## src/rtl/cdt_pkg.sv

```systemverilog
package cdt_pkg;

   typedef enum logic {
      SPEED_SINGLE = 1'b0,
      SPEED_DOUBLE = 1'b1
   } speed_e;

   // Output levels driven while reset is applied.
   localparam logic IDLE_RATE_EN = 1'b0;
   localparam logic IDLE_BCLK_N  = 1'b1;
   localparam logic IDLE_FCLK_N  = 1'b1;
   localparam logic IDLE_WCLK    = 1'b1;

endpackage

```

## src/rtl/cdt_phase_counter.sv

```systemverilog
module cdt_phase_counter #(
   parameter int CNT_W = 9
) (
   input  logic               clk_i,
   input  logic               rst_i,
   input  logic               speed_i,
   output logic [CNT_W-1:0]   cnt_nxt_o,
   output cdt_pkg::speed_e    speed_nxt_o,
   output cdt_pkg::speed_e    speed_q_o
);
   import cdt_pkg::*;

   localparam logic [CNT_W-1:0] CNT_LAST = '1;

   logic [CNT_W-1:0] cnt_q;
   speed_e           speed_q;
   logic             wrap_w;

   generate
      if (CNT_W < 3) begin : g_bad_width
         $error("cdt_phase_counter: CNT_W must be at least 3");
      end
   endgenerate

   assign wrap_w = (cnt_q == CNT_LAST);

   always_comb begin
      if (rst_i) begin
         cnt_nxt_o   = '0;
         speed_nxt_o = speed_e'(speed_i);
      end else begin
         cnt_nxt_o   = cnt_q + 1'b1;
         speed_nxt_o = wrap_w ? speed_e'(speed_i) : speed_q;
      end
   end

   always_ff @(posedge clk_i) begin
      cnt_q   <= cnt_nxt_o;
      speed_q <= speed_nxt_o;
   end

   assign speed_q_o = speed_q;

   // the phase count steps by exactly one each edge outside reset
   assert_count_step_R10: assert property (@(posedge clk_i) disable iff (rst_i)
      !$past(rst_i) |-> (cnt_q == $past(cnt_q) + 1'b1));

   // a new speed is latched only as the count lands on zero
   assert_speed_at_wrap_R10: assert property (@(posedge clk_i) disable iff (rst_i)
      (!$past(rst_i) && (speed_q != $past(speed_q))) |-> (cnt_q == '0));

   // the first count after reset is zero
   assert_count_restart_R1: assert property (@(posedge clk_i) disable iff (rst_i)
      $past(rst_i) |-> (cnt_q == '0));

endmodule

```

## src/rtl/cdt_tap_mux.sv

```systemverilog
module cdt_tap_mux #(
   parameter bit INVERT = 1'b0
) (
   input  logic            single_bit_i,
   input  logic            double_bit_i,
   input  cdt_pkg::speed_e speed_i,
   output logic            tap_o
);
   import cdt_pkg::*;

   logic sel_w;

   assign sel_w = (speed_i == SPEED_DOUBLE) ? double_bit_i : single_bit_i;

   generate
      if (INVERT) begin : g_inv
         assign tap_o = ~sel_w;
      end else begin : g_pass
         assign tap_o = sel_w;
      end
   endgenerate

endmodule

```

## src/rtl/cdt_rate_enable.sv

```systemverilog
module cdt_rate_enable #(
   parameter int MCK_LOG2 = 1
) (
   input  logic [MCK_LOG2-1:0] low_bits_i,
   input  cdt_pkg::speed_e     speed_i,
   output logic                en_o
);
   import cdt_pkg::*;

   logic single_en_w;
   logic double_en_w;

   assign single_en_w = &low_bits_i;

   generate
      if (MCK_LOG2 == 1) begin : g_every_cycle
         assign double_en_w = 1'b1;
      end else begin : g_divided
         assign double_en_w = &low_bits_i[MCK_LOG2-2:0];
      end
   endgenerate

   assign en_o = (speed_i == SPEED_DOUBLE) ? double_en_w : single_en_w;

endmodule

```

## src/rtl/audio_clk_divtree.sv

```systemverilog
module audio_clk_divtree #(
   parameter int RATIO_LOG2 = 9,  // log2(master / single-speed fs)
   parameter int BCK_LOG2   = 3,  // log2(master / single-speed 64fs)
   parameter int MCK_LOG2   = 1   // log2(master / single-speed 256fs)
) (
   input  logic clk_i,
   input  logic rst_i,
   input  logic speed_i,
   output logic rate_en_o,
   output logic bclk_n_o,
   output logic fclk_n_o,
   output logic wclk_o
);
   import cdt_pkg::*;

   localparam int CNT_W        = RATIO_LOG2;
   localparam int BCK_TAP_SGL  = BCK_LOG2 - 1;
   localparam int BCK_TAP_DBL  = BCK_LOG2 - 2;
   localparam int FRM_TAP_SGL  = RATIO_LOG2 - 1;
   localparam int FRM_TAP_DBL  = RATIO_LOG2 - 2;

   generate
      if (MCK_LOG2 < 1) begin : g_bad_mck
         $error("audio_clk_divtree: MCK_LOG2 must be at least 1");
      end
      if (BCK_LOG2 < 2 || BCK_LOG2 <= MCK_LOG2) begin : g_bad_bck
         $error("audio_clk_divtree: BCK_LOG2 must be at least 2 and above MCK_LOG2");
      end
      if (RATIO_LOG2 <= BCK_LOG2) begin : g_bad_ratio
         $error("audio_clk_divtree: RATIO_LOG2 must exceed BCK_LOG2");
      end
   endgenerate

   logic [CNT_W-1:0] cnt_nxt_w;
   speed_e           speed_nxt_w;
   speed_e           speed_q_w;
   logic             rate_en_w;
   logic             bclk_n_w;
   logic             fclk_n_w;
   logic             wclk_w;

   cdt_phase_counter #(.CNT_W(CNT_W)) u_counter (
      .clk_i       (clk_i),
      .rst_i       (rst_i),
      .speed_i     (speed_i),
      .cnt_nxt_o   (cnt_nxt_w),
      .speed_nxt_o (speed_nxt_w),
      .speed_q_o   (speed_q_w)
   );

   cdt_rate_enable #(.MCK_LOG2(MCK_LOG2)) u_rate_en (
      .low_bits_i (cnt_nxt_w[MCK_LOG2-1:0]),
      .speed_i    (speed_nxt_w),
      .en_o       (rate_en_w)
   );

   // Bit clock: low in the first half of each bit period, so its fall
   // coincides with the frame clock's mid-frame fall.
   cdt_tap_mux #(.INVERT(1'b0)) u_bclk (
      .single_bit_i (cnt_nxt_w[BCK_TAP_SGL]),
      .double_bit_i (cnt_nxt_w[BCK_TAP_DBL]),
      .speed_i      (speed_nxt_w),
      .tap_o        (bclk_n_w)
   );

   cdt_tap_mux #(.INVERT(1'b1)) u_fclk (
      .single_bit_i (cnt_nxt_w[FRM_TAP_SGL]),
      .double_bit_i (cnt_nxt_w[FRM_TAP_DBL]),
      .speed_i      (speed_nxt_w),
      .tap_o        (fclk_n_w)
   );

   cdt_tap_mux #(.INVERT(1'b1)) u_wclk (
      .single_bit_i (cnt_nxt_w[FRM_TAP_SGL]),
      .double_bit_i (cnt_nxt_w[FRM_TAP_DBL]),
      .speed_i      (speed_nxt_w),
      .tap_o        (wclk_w)
   );

   always_ff @(posedge clk_i) begin
      if (rst_i) begin
         rate_en_o <= IDLE_RATE_EN;
         bclk_n_o  <= IDLE_BCLK_N;
         fclk_n_o  <= IDLE_FCLK_N;
         wclk_o    <= IDLE_WCLK;
      end else begin
         rate_en_o <= rate_en_w;
         bclk_n_o  <= bclk_n_w;
         fclk_n_o  <= fclk_n_w;
         wclk_o    <= wclk_w;
      end
   end

   assert_idle_after_reset_R1: assert property (@(posedge clk_i) disable iff (rst_i)
      $past(rst_i) |-> (!rate_en_o && bclk_n_o && fclk_n_o && wclk_o));

   assert_double_rate_en_R5: assert property (@(posedge clk_i) disable iff (rst_i)
      (!$past(rst_i) && (MCK_LOG2 == 1) && (speed_q_w == SPEED_DOUBLE)) |-> rate_en_o);

   assert_single_rate_toggle_R2: assert property (@(posedge clk_i) disable iff (rst_i)
      (!$past(rst_i) && (MCK_LOG2 == 1) && (speed_q_w == SPEED_SINGLE)
       && ($past(speed_q_w) == SPEED_SINGLE)) |-> (rate_en_o != $past(rate_en_o)));

   assert_frame_edge_aligned_R9: assert property (@(posedge clk_i) disable iff (rst_i)
      $fell(fclk_n_o) |-> $fell(bclk_n_o));

   assert_word_follows_frame_R8: assert property (@(posedge clk_i) disable iff (rst_i)
      (wclk_o == fclk_n_o));

   // a frame starts with the frame and word clocks high
   assert_frame_start_high_R4: assert property (@(posedge clk_i) disable iff (rst_i)
      (!$past(rst_i) && ($past(cnt_nxt_w) == '0)) |-> (fclk_n_o && wclk_o));

endmodule

```

## config.mk

```make
export PLATFORM = sky130hd
export DESIGN_NAME = audio_clk_divtree
export DESIGN_NICKNAME = d
export VERILOG_FILES = /design/src/rtl/cdt_pkg.sv /design/src/rtl/cdt_phase_counter.sv /design/src/rtl/cdt_tap_mux.sv /design/src/rtl/cdt_rate_enable.sv /design/src/rtl/audio_clk_divtree.sv
export SDC_FILE = /design/constraint.sdc
export NUM_CORES = 1
export LEC_CHECK = 0
export CAP_MARGIN = 20
export CORE_UTILIZATION = 40
export DETAILED_ROUTE_END_ITERATION = 7
export SLEW_MARGIN = 5
export SYNTH_ARGS = -nofsm -noshare
export SYNTH_HDL_FRONTEND = slang
export SYNTH_SLANG_ARGS = --single-unit
```

## constraint.sdc

```tcl
create_clock -name clk_i -period 1.55 [get_ports clk_i]
set_input_delay 0.31 -clock clk_i [delete_from_list [all_inputs] [get_ports clk_i]]
set_output_delay 0.31 -clock clk_i [all_outputs]
set_load 0.005 [all_outputs]
```

; Word level (Yosys, flattened, before mapping)
; Cells that the tools add are included.
[totals]
register_bits = 13
inputBits = 3
output_inout_bits = 4
word_cells = 15
[op_classes]
addsub = 1
n_eq_ne = 1
mux = 6
bitwise = 1
[ops]
columns = cell, count
row1 = adder 9 x 1 -> 9 bit (second input constant), 1
row2 = equality test 9 bit (second input constant), 1
row3 = 2-to-1 mux 9 bit, 1
row4 = 2-to-1 mux 1 bit, 5
row5 = NOT 1 bit, 1

; Logic depth before layout (Yosys ltp)
; Gate-level depths: netlist of the first run.
[logic_depth]
ltp_word = 5
depth_mapped = 7
ltp_nobuf = 7

; Modules after synthesis
; A second synthesis of the first run with hierarchy kept.
[hier_totals]
hier_cells = 53
area_unflattened_um2 = 536.8
[by_module_without_submodules]
columns = module, n_inst, cells_per_inst, area_per_inst_um2, seq_area_each_um2
row1 = cdt_phase_counter, 1, 41, 390.4, 200.2
row2 = audio_clk_divtree, 1, 8, 105.1, 80.1
row3 = cdt_tap_mux (u_fclk ...), 2, 1, 10.0, 0.0
row4 = cdt_tap_mux (u_bclk), 1, 1, 15.0, 0.0
row5 = cdt_rate_enable, 1, 1, 6.3, 0.0

; Least setup slack after synthesis of the first run
; Ideal clock, no wire load.
[synth_timing]
path_type = register -> register
startpoint = register u_counter.cnt_q[0]
endpoint = register wclk_o
setup_ns = 0.122
t_arrival_ns = 1.550
required_time_ns = 1.428
setup_slack_ns = -0.122
path_stages_with_launch = 8
path_buffers = 0
synth_period_minus_slack_ns = 1.672
path_cell_list = dfxtp_1 ha_1 nand3_1 nor2_1 ha_1 nor3b_1 nand2b_1 a311o_1
[synth_via]
elab_chain_cells = 5
word_cells_on_any_way = 7
cone_classes = add/sub: 1 / eq/ne: 1 / mux: 4 / bitwise: 1
[synth_rtl]
columns = element, line
row1 = start: declaration, cdt_phase_counter.sv:15  ; logic [CNT_W-1:0] cnt_q;
row2 = start signal: assignment, cdt_phase_counter.sv:38  ; cnt_q <= cnt_nxt_o;
row3 = equality test 9 bit, cdt_phase_counter.sv:25  ; assign wrap_w = (cnt_q == CNT_LAST);
row4 = 2-to-1 mux 1 bit, cdt_phase_counter.sv:33  ; speed_nxt_o = wrap_w ? speed_e'(speed_i) : speed_q;
row5 = 2-to-1 mux 1 bit, cdt_phase_counter.sv:28  ; if (rst_i) begin
row6 = named net speed_nxt_w, audio_clk_divtree.sv:35  ; speed_e speed_nxt_w;
row7 = 2-to-1 mux 1 bit, cdt_tap_mux.sv:13  ; assign sel_w = (speed_i == SPEED_DOUBLE) ? double_bit_i : single_bit_i;
row8 = NOT 1 bit, cdt_tap_mux.sv:17  ; assign tap_o = ~sel_w;
row9 = end signal: assignment, audio_clk_divtree.sv:90  ; wclk_o <= wclk_w;
row10 = end: declaration, audio_clk_divtree.sv:12  ; output logic wclk_o
; The timed path passes the listed nets, and every way through them passes these cells.
; A chain may end at the register's enable or synchronous reset.

; Worst setup path after layout of the first run
[layout_timing]
startpoint = register u_counter.cnt_q[0]
endpoint = register wclk_o
[layout_via]
elab_chain_cells = 5
word_cells_on_any_way = 7
cone_classes = add/sub: 1 / eq/ne: 1 / mux: 4 / bitwise: 1
[layout_rtl]
columns = element, line
row1 = branches (longest 3 deep; another with adder 9 x 1 -> 9 bit), n/a
row2 = 2-to-1 mux 1 bit *, cdt_tap_mux.sv:13
row3 = NOT 1 bit *, cdt_tap_mux.sv:17
; Mark *: on every way between the ends.

==> results.toml, run 1 <==
[timing]
finalCritPeriodShare_pct = 101.6
clock_skew_ns = 0.008118
max_slew_margin_pct = 81.70
fmax_mhz = 634.9
slew_violations = 0
worst_slew_pin_slew_ns = 0.2740
setup_ws_ns = -0.02518
rsz0062_at_grt = "true"
min_period_ns = 1.575
finalHoldViolations = 0
setup_viol = 1

[power_and_ir_drop]
p_per_area_mw_per_mm2 = 843.2
comb_power_share_pct = 16.0
power_frac_seq_pct = 53.1
power.leakage_uw = 0.0003017
p_sw_uw = 165.1
switching_share_pct = 24.30
p_int_uw = 514.3
peakVddDrop_v = 0.0005938
power.total_uw = 679.4
power_frac_clock_pct = 31.0

[clocking]
cts_sinks = 13
cts_hold_buf = 0
h-tree-depth = 1
cts_made_buffers = 3
clkTransAtPathRegs_ns = 0.08
cts_tree = "done"
insertion_delay_ns = 0.28
root_buffer = "clkbuf_4"
clockBufferDepth = 2

[setup_path]
crit_slowest_cell = "dfxtp_4"
cp.required_ns = 1.71
cp-end-kind = "flip-flop"
cp_cell_sequence = "ha_4 > nand3_4 > nor2_4 > ha_4 > mux2i_2 > nor2b_1 > a311o_1"
crit_path_max_incr_delay_ns = 0.36
arrival_ns = 1.74
startpoint_type = "flip-flop"
criticalPathCategory = "reg2reg"
path_max_fanout = 4
cpMostUsedCell = "ha_4"

[layout]
final_cell_area_um2 = 805.8
fillers = 81
fin_cells = 86
nNetsFinal = 78
area_delta_synth_final_pct = 54.07
multiInputGateArea_um2 = 345.3
regArea_um2 = 266.5
diodes = 0
drive_gt1_share_pct = 41.67

[routing]
firstDrtPassIters = 4
post_drt_wl_per_cell_um = 15.38
first_iter_violations = 3
drt_wl_total_um = 1323
dr_total_vias = 462
ant_nets = 0
vias_per_cell = 5.372
drc_errors = 0

[placement]
place_hpwl_um = 820
gp_congestion = 0.6981
dp_cells = 79
place_area_um2 = 676.9
portBuffers = 6

[yosys]
synth_top_area_share_pct = 49.76
ys.flop_type = "dfxtp_1"
yosysWarnings = 0
synthArstFlopShare_pct = 0
netlist_top_cells_area = "dfxtp_1, ha_1, a21oi_1"
syn_avg_cell_area_um2 = 10.06
syn_inst = 52
synth.distinct_cells = 21
synth.most_common_cell = "dfxtp_1"
synth_edf_count = 0
netlist_area_um2 = 523.0
yosysTopAreaCell = "dfxtp_1"
ys_top_cells_by_count = "dfxtp_1, nor2_1, a21oi_1, o21ai_0"
ys_ff_latch = 13
syn-num-nets = 57
synth-seq-area-share_pct = 49.76

[floorplan]
initial_core_util_pct = 45.24
die_area_mm2 = 0.001456
die_y_um = 38.16
rows = 12
die_width_um = 38.16
core_region_area_mm2 = 0.001156
pin_count = 7

[global_route]
grt_max_degree = 9
grt_pass1_vias = 450
antenna_found_initial = 0
grt_pass1_wl_um = 1897
grt_usage_pct = 20.61
grt-ovfl-total = 0

[run_status]
violations = "negative setup slack"
status = "finished with violations"

[flow_run]
maxCapViolations = 0

[min_path]
hold_path.class = "reg2reg"
## flip-flops by register name, summed over array words and instances (netlist names)
register,count
u_counter.cnt_q,9
u_counter.speed_q_o,1
bclk_n_o,1
rate_en_o,1
wclk_o,1
## cell families (layout without fill, tap and decap cells)
kind of cell,after synthesis,after routing,share of synthesized area (%)
simple gates,20,20,23.45
flops,13,13,49.76
compound gates,11,11,12.92
xor+xnor,3,3,5.025
fa+ha+maj,2,2,4.784
buf+inv,2,22,2.153
mux,1,1,1.914
## final cells by class
class / instances / area share [%]
flip-flops and latches: 13 / 33.07
clock buffers: 4 / 3.261
multi-input cells: 37 / 42.86
repair buffers: 18 / 18.63
well taps: 14 / 2.174
## layout by cell type (no fill, tap or decap), drive strengths merged
cell type      instances
a21oi                  4
dfxtp                 13
mux2i                  1
nor2b                  3
o21ai                  4
nand4                  1
xnor2                  1
a211o                  1
ha                     2
clkdlybuf4s50          6
or3                    3
nand2                  2
buf                   12
nand2b                 1
xor2                   2
nand3                  4
nor3b                  1
nor2                   5
a311o                  1
a2111oi                1
clkbuf                 4
## routing by layer
layer,part of all wire (%),vias to the layer above,GRT usage [%]
li1,-,226,-
met1,39,216,18.18
met2,54,13,36.86
met3,3.9,7,6.395
met4,3.2,0,17.86
met5,0,-,0
## power by group through the flow
stage	clock, uW	sequential [uW]	combinational, uW
after floorplan	0	371	32.6
after CTS	208	359	92.0
after global placement	0	366	79.8
final	210	360	109
after global routing	226	362	116
after detailed placement	0	367	83.4
## per-stage QoR
stage	worst slack [ns]	hold slack, ns	utilization [%]	setup TNS (ns)
floorplan	0.008331	0.3742	-	0
global placement	0.01993	0.4877	58.55	0
detailed placement	-0.1162	0.5297	58.55	-0.1741
CTS	0.01246	0.5397	64.50	0
global route	-0.06618	0.5814	69.70	-0.09246
finish	-0.02518	0.5311	69.70	-0.02518
## critical path: cells and delay by family, from the launching register on
kind	cells	cell delay (ns)
compound gates	1	0.30
fa+ha+maj	2	0.35
flops	1	0.36
mux	1	0.16
simple gates	3	0.29
## worst paths after layout
path	startpoint	endpoint	slack [ns]	cells after the start
max	u_counter.cnt_q[0]$_DFF_P_	wclk_o$_SDFF_PP1_	-0.03	7
min	u_counter.cnt_q[6]$_SDFF_PP0_	u_counter.cnt_q[6]$_SDFF_PP0_	0.53	2
max reg2reg	u_counter.cnt_q[0]$_DFF_P_	wclk_o$_SDFF_PP1_	-0.03	7
min reg2reg	u_counter.cnt_q[6]$_SDFF_PP0_	u_counter.cnt_q[6]$_SDFF_PP0_	0.53	2
## repair_timing
action / 4_1_cts / 5_1_grt
endpoints found under the setup margin: 2 / 2
pin swaps: 5 / 2
setup buffers: 1 / 2
gates resized for setup: 8 / 8
Note: power is estimated with default switching activity, not from simulation.
==> run 2: changes to the inputs <==
--- a/config.mk
+++ b/config.mk
@@ -6,8 +6,9 @@
 export NUM_CORES = 1
 export LEC_CHECK = 0
 export CAP_MARGIN = 20
-export CORE_UTILIZATION = 40
+export CORE_AREA = 2 2 39 41
 export DETAILED_ROUTE_END_ITERATION = 7
+export DIE_AREA = 0 0 41 43
 export SLEW_MARGIN = 5
 export SYNTH_ARGS = -nofsm -noshare
 export SYNTH_HDL_FRONTEND = slang
==> run 2 against run 1 <==
Against the previous run: the run now ends clean; first-iteration DRC count unchanged; wire length is 18% lower; clock-buffer cell count unchanged; non-clock buffer count shrank 1; clock skew fell by 0.0057 ns; critical path depth down 3; cell count up 1.2%; clock power is essentially flat; setup slack better by 0.098 ns; critical endpoint unchanged; largest power group unchanged.
==> results.toml, run 2 (same netlist as run 1, synthesis figures left out) <==
[setup_path]
criticalPathCategory = "reg2reg"
arrival_ns = 1.64
path_max_fanout = 3
cp-end-kind = "flip-flop"
cp_cell_sequence = "nand4_4 > buf_4 > or3_1 > a311o_1"
crit_path_max_incr_delay_ns = 0.37
startpoint_type = "flip-flop"
cp.required_ns = 1.71
crit_slowest_cell = "dfxtp_2"

[timing]
finalCritPeriodShare_pct = 95.28
setup_ws_ns = 0.07309
max_slew_margin_pct = 76.95
whs_ns = 0.5085
finalHoldViolations = 0
setup_viol = 0
clock_skew_ns = 0.002387
worst_slew_pin_slew_ns = 0.3449
min_period_ns = 1.477
rsz0062_at_grt = "false"
slew_violations = 0
fmax_mhz = 677.1

[clocking]
clkTransAtPathRegs_ns = 0.08
insertion_delay_ns = 0.27
root_buffer = "clkbuf_4"
cts_hold_buf = 0
cts_made_buffers = 3
clockBufferDepth = 2
cts_tree = "done"
h-tree-depth = 1
cts_sinks = 13

[floorplan]
die_width_um = 41
pin_count = 7
initial_core_util_pct = 37.79
rows = 14
die_y_um = 43
die_area_mm2 = 0.001763
core_region_area_mm2 = 0.001384

[global_route]
grt_usage_pct = 15.25
antenna_found_initial = 0
grt-ovfl-total = 0
grt_max_degree = 13
grt_pass1_wl_um = 1787
grt_pass1_vias = 448

[routing]
ant_nets = 0
post_drt_wl_per_cell_um = 12.52
wl_met2_um = 589
routed-wl-met3_um = 32
topRoutingLayerUsed = "met4"
firstDrtPassIters = 4
first_iter_violations = 3
vias_per_cell = 4.977
dr_total_vias = 433
drt_wl_total_um = 1089
drc_errors = 0
drt-met1-wl_um = 457

[min_path]
hold_path.class = "reg2reg"

[flow_run]
maxCapViolations = 0

[layout]
top_register = "u_counter.cnt_q"
diodes = 0
area_delta_synth_final_pct = 50.72
final_core_util_pct = 56.96
final_common_cell = "buf_4"
largest_register_ffs = 9
layout_common_cells = "buf_4, dfxtp_1, clkdlybuf4s50_1"
nNetsFinal = 77
drive_gt1_share_pct = 43.66

[placement]
dp_slack_ns = -0.04949
gp_congestion = 0.6452
place_hpwl_um = 729.6
portBuffers = 6

[power_and_ir_drop]
p_per_area_mw_per_mm2 = 846.7
peakVddDrop_v = 0.0004943
power.total_uw = 667.4
power.leakage_uw = 0.0002958

[run_status]
status = "finished, final reports clean"
-- run 2: cell count changes in the layout (fill, tap and decap cells not counted), sizes merged --
| cell | previous run | this run |
|---|---|---|
| buf | 12 | 11 |
-- run 2: critical path, delay by kind of cell (launching register included) --
kind	cells	cell delay, ns
AOI/OAI and AO/OA	1	0.36
buffers and inverters	1	0.15
DFF	1	0.37
and+or+nand+nor	2	0.49
-- run 2: layer usage --
layer,up-vias,track usage (%)
met5,-,0
met4,0,10.00
met3,2,3.141
met2,5,23.75
met1,202,17.70
li1,224,-
-- run 2: power by group --
part / switching [uW] / leakage, uW / total, uW / internal, uW
sequential: 11.1 / 0.000110 / 361 / 350
combinational: 37.7 / 0.000171 / 96.4 / 58.7
clock: 110 / 0.0000150 / 210 / 99.6
-- run 2: timing repair --
item	in CTS	in global routing
setup endpoints to repair	2	3
resized for setup	5	12
setup buffers	1	0
pin swaps	5	3
-- run 2: cell type report --
class / count / area [um2]
Timing Repair Buffer: 17 / 142.6
Clock buffer: 4 / 26.28
Sequential cell: 13 / 270.3
Tap cell: 16 / 20.02
Fill cell: 120 / 595.6
Multi-Input combinational cell: 37 / 329.1
-- run 2: worst paths after layout --
| kind | from | end | slack, ns | cells past startpoint |
|---|---|---|---|---|
| hold / removal | u_counter.cnt_q[6]$_SDFF_PP0_ | u_counter.cnt_q[6]$_SDFF_PP0_ | 0.51 | 2 |
| setup reg to reg | u_counter.cnt_q[6]$_SDFF_PP0_ | wclk_o$_SDFF_PP1_ | 0.07 | 4 |
| hold reg to reg | u_counter.cnt_q[6]$_SDFF_PP0_ | u_counter.cnt_q[6]$_SDFF_PP0_ | 0.51 | 2 |
| setup / recovery | u_counter.cnt_q[6]$_SDFF_PP0_ | wclk_o$_SDFF_PP1_ | 0.07 | 4 |
-- run 2: through the flow --
step	area, um2	std cells	TNS (ns)
CTS	740.7	87	0
detailed placement	686.9	82	-0.04949
floorplan	543.0	52	0
global route	788.3	87	0
global placement	686.9	82	-0.004774
finish	788.3	87	0
==> run 3: changes to the inputs <==
--- a/config.mk
+++ b/config.mk
@@ -7,6 +7,7 @@
 export LEC_CHECK = 0
 export CAP_MARGIN = 20
 export CORE_AREA = 2 2 39 41
+export CTS_CLUSTER_SIZE = 20
 export DETAILED_ROUTE_END_ITERATION = 7
 export DIE_AREA = 0 0 41 43
 export SLEW_MARGIN = 5
==> results of run 3 <==
No change in the layout: final DEF, timing and power equal those of run 2.
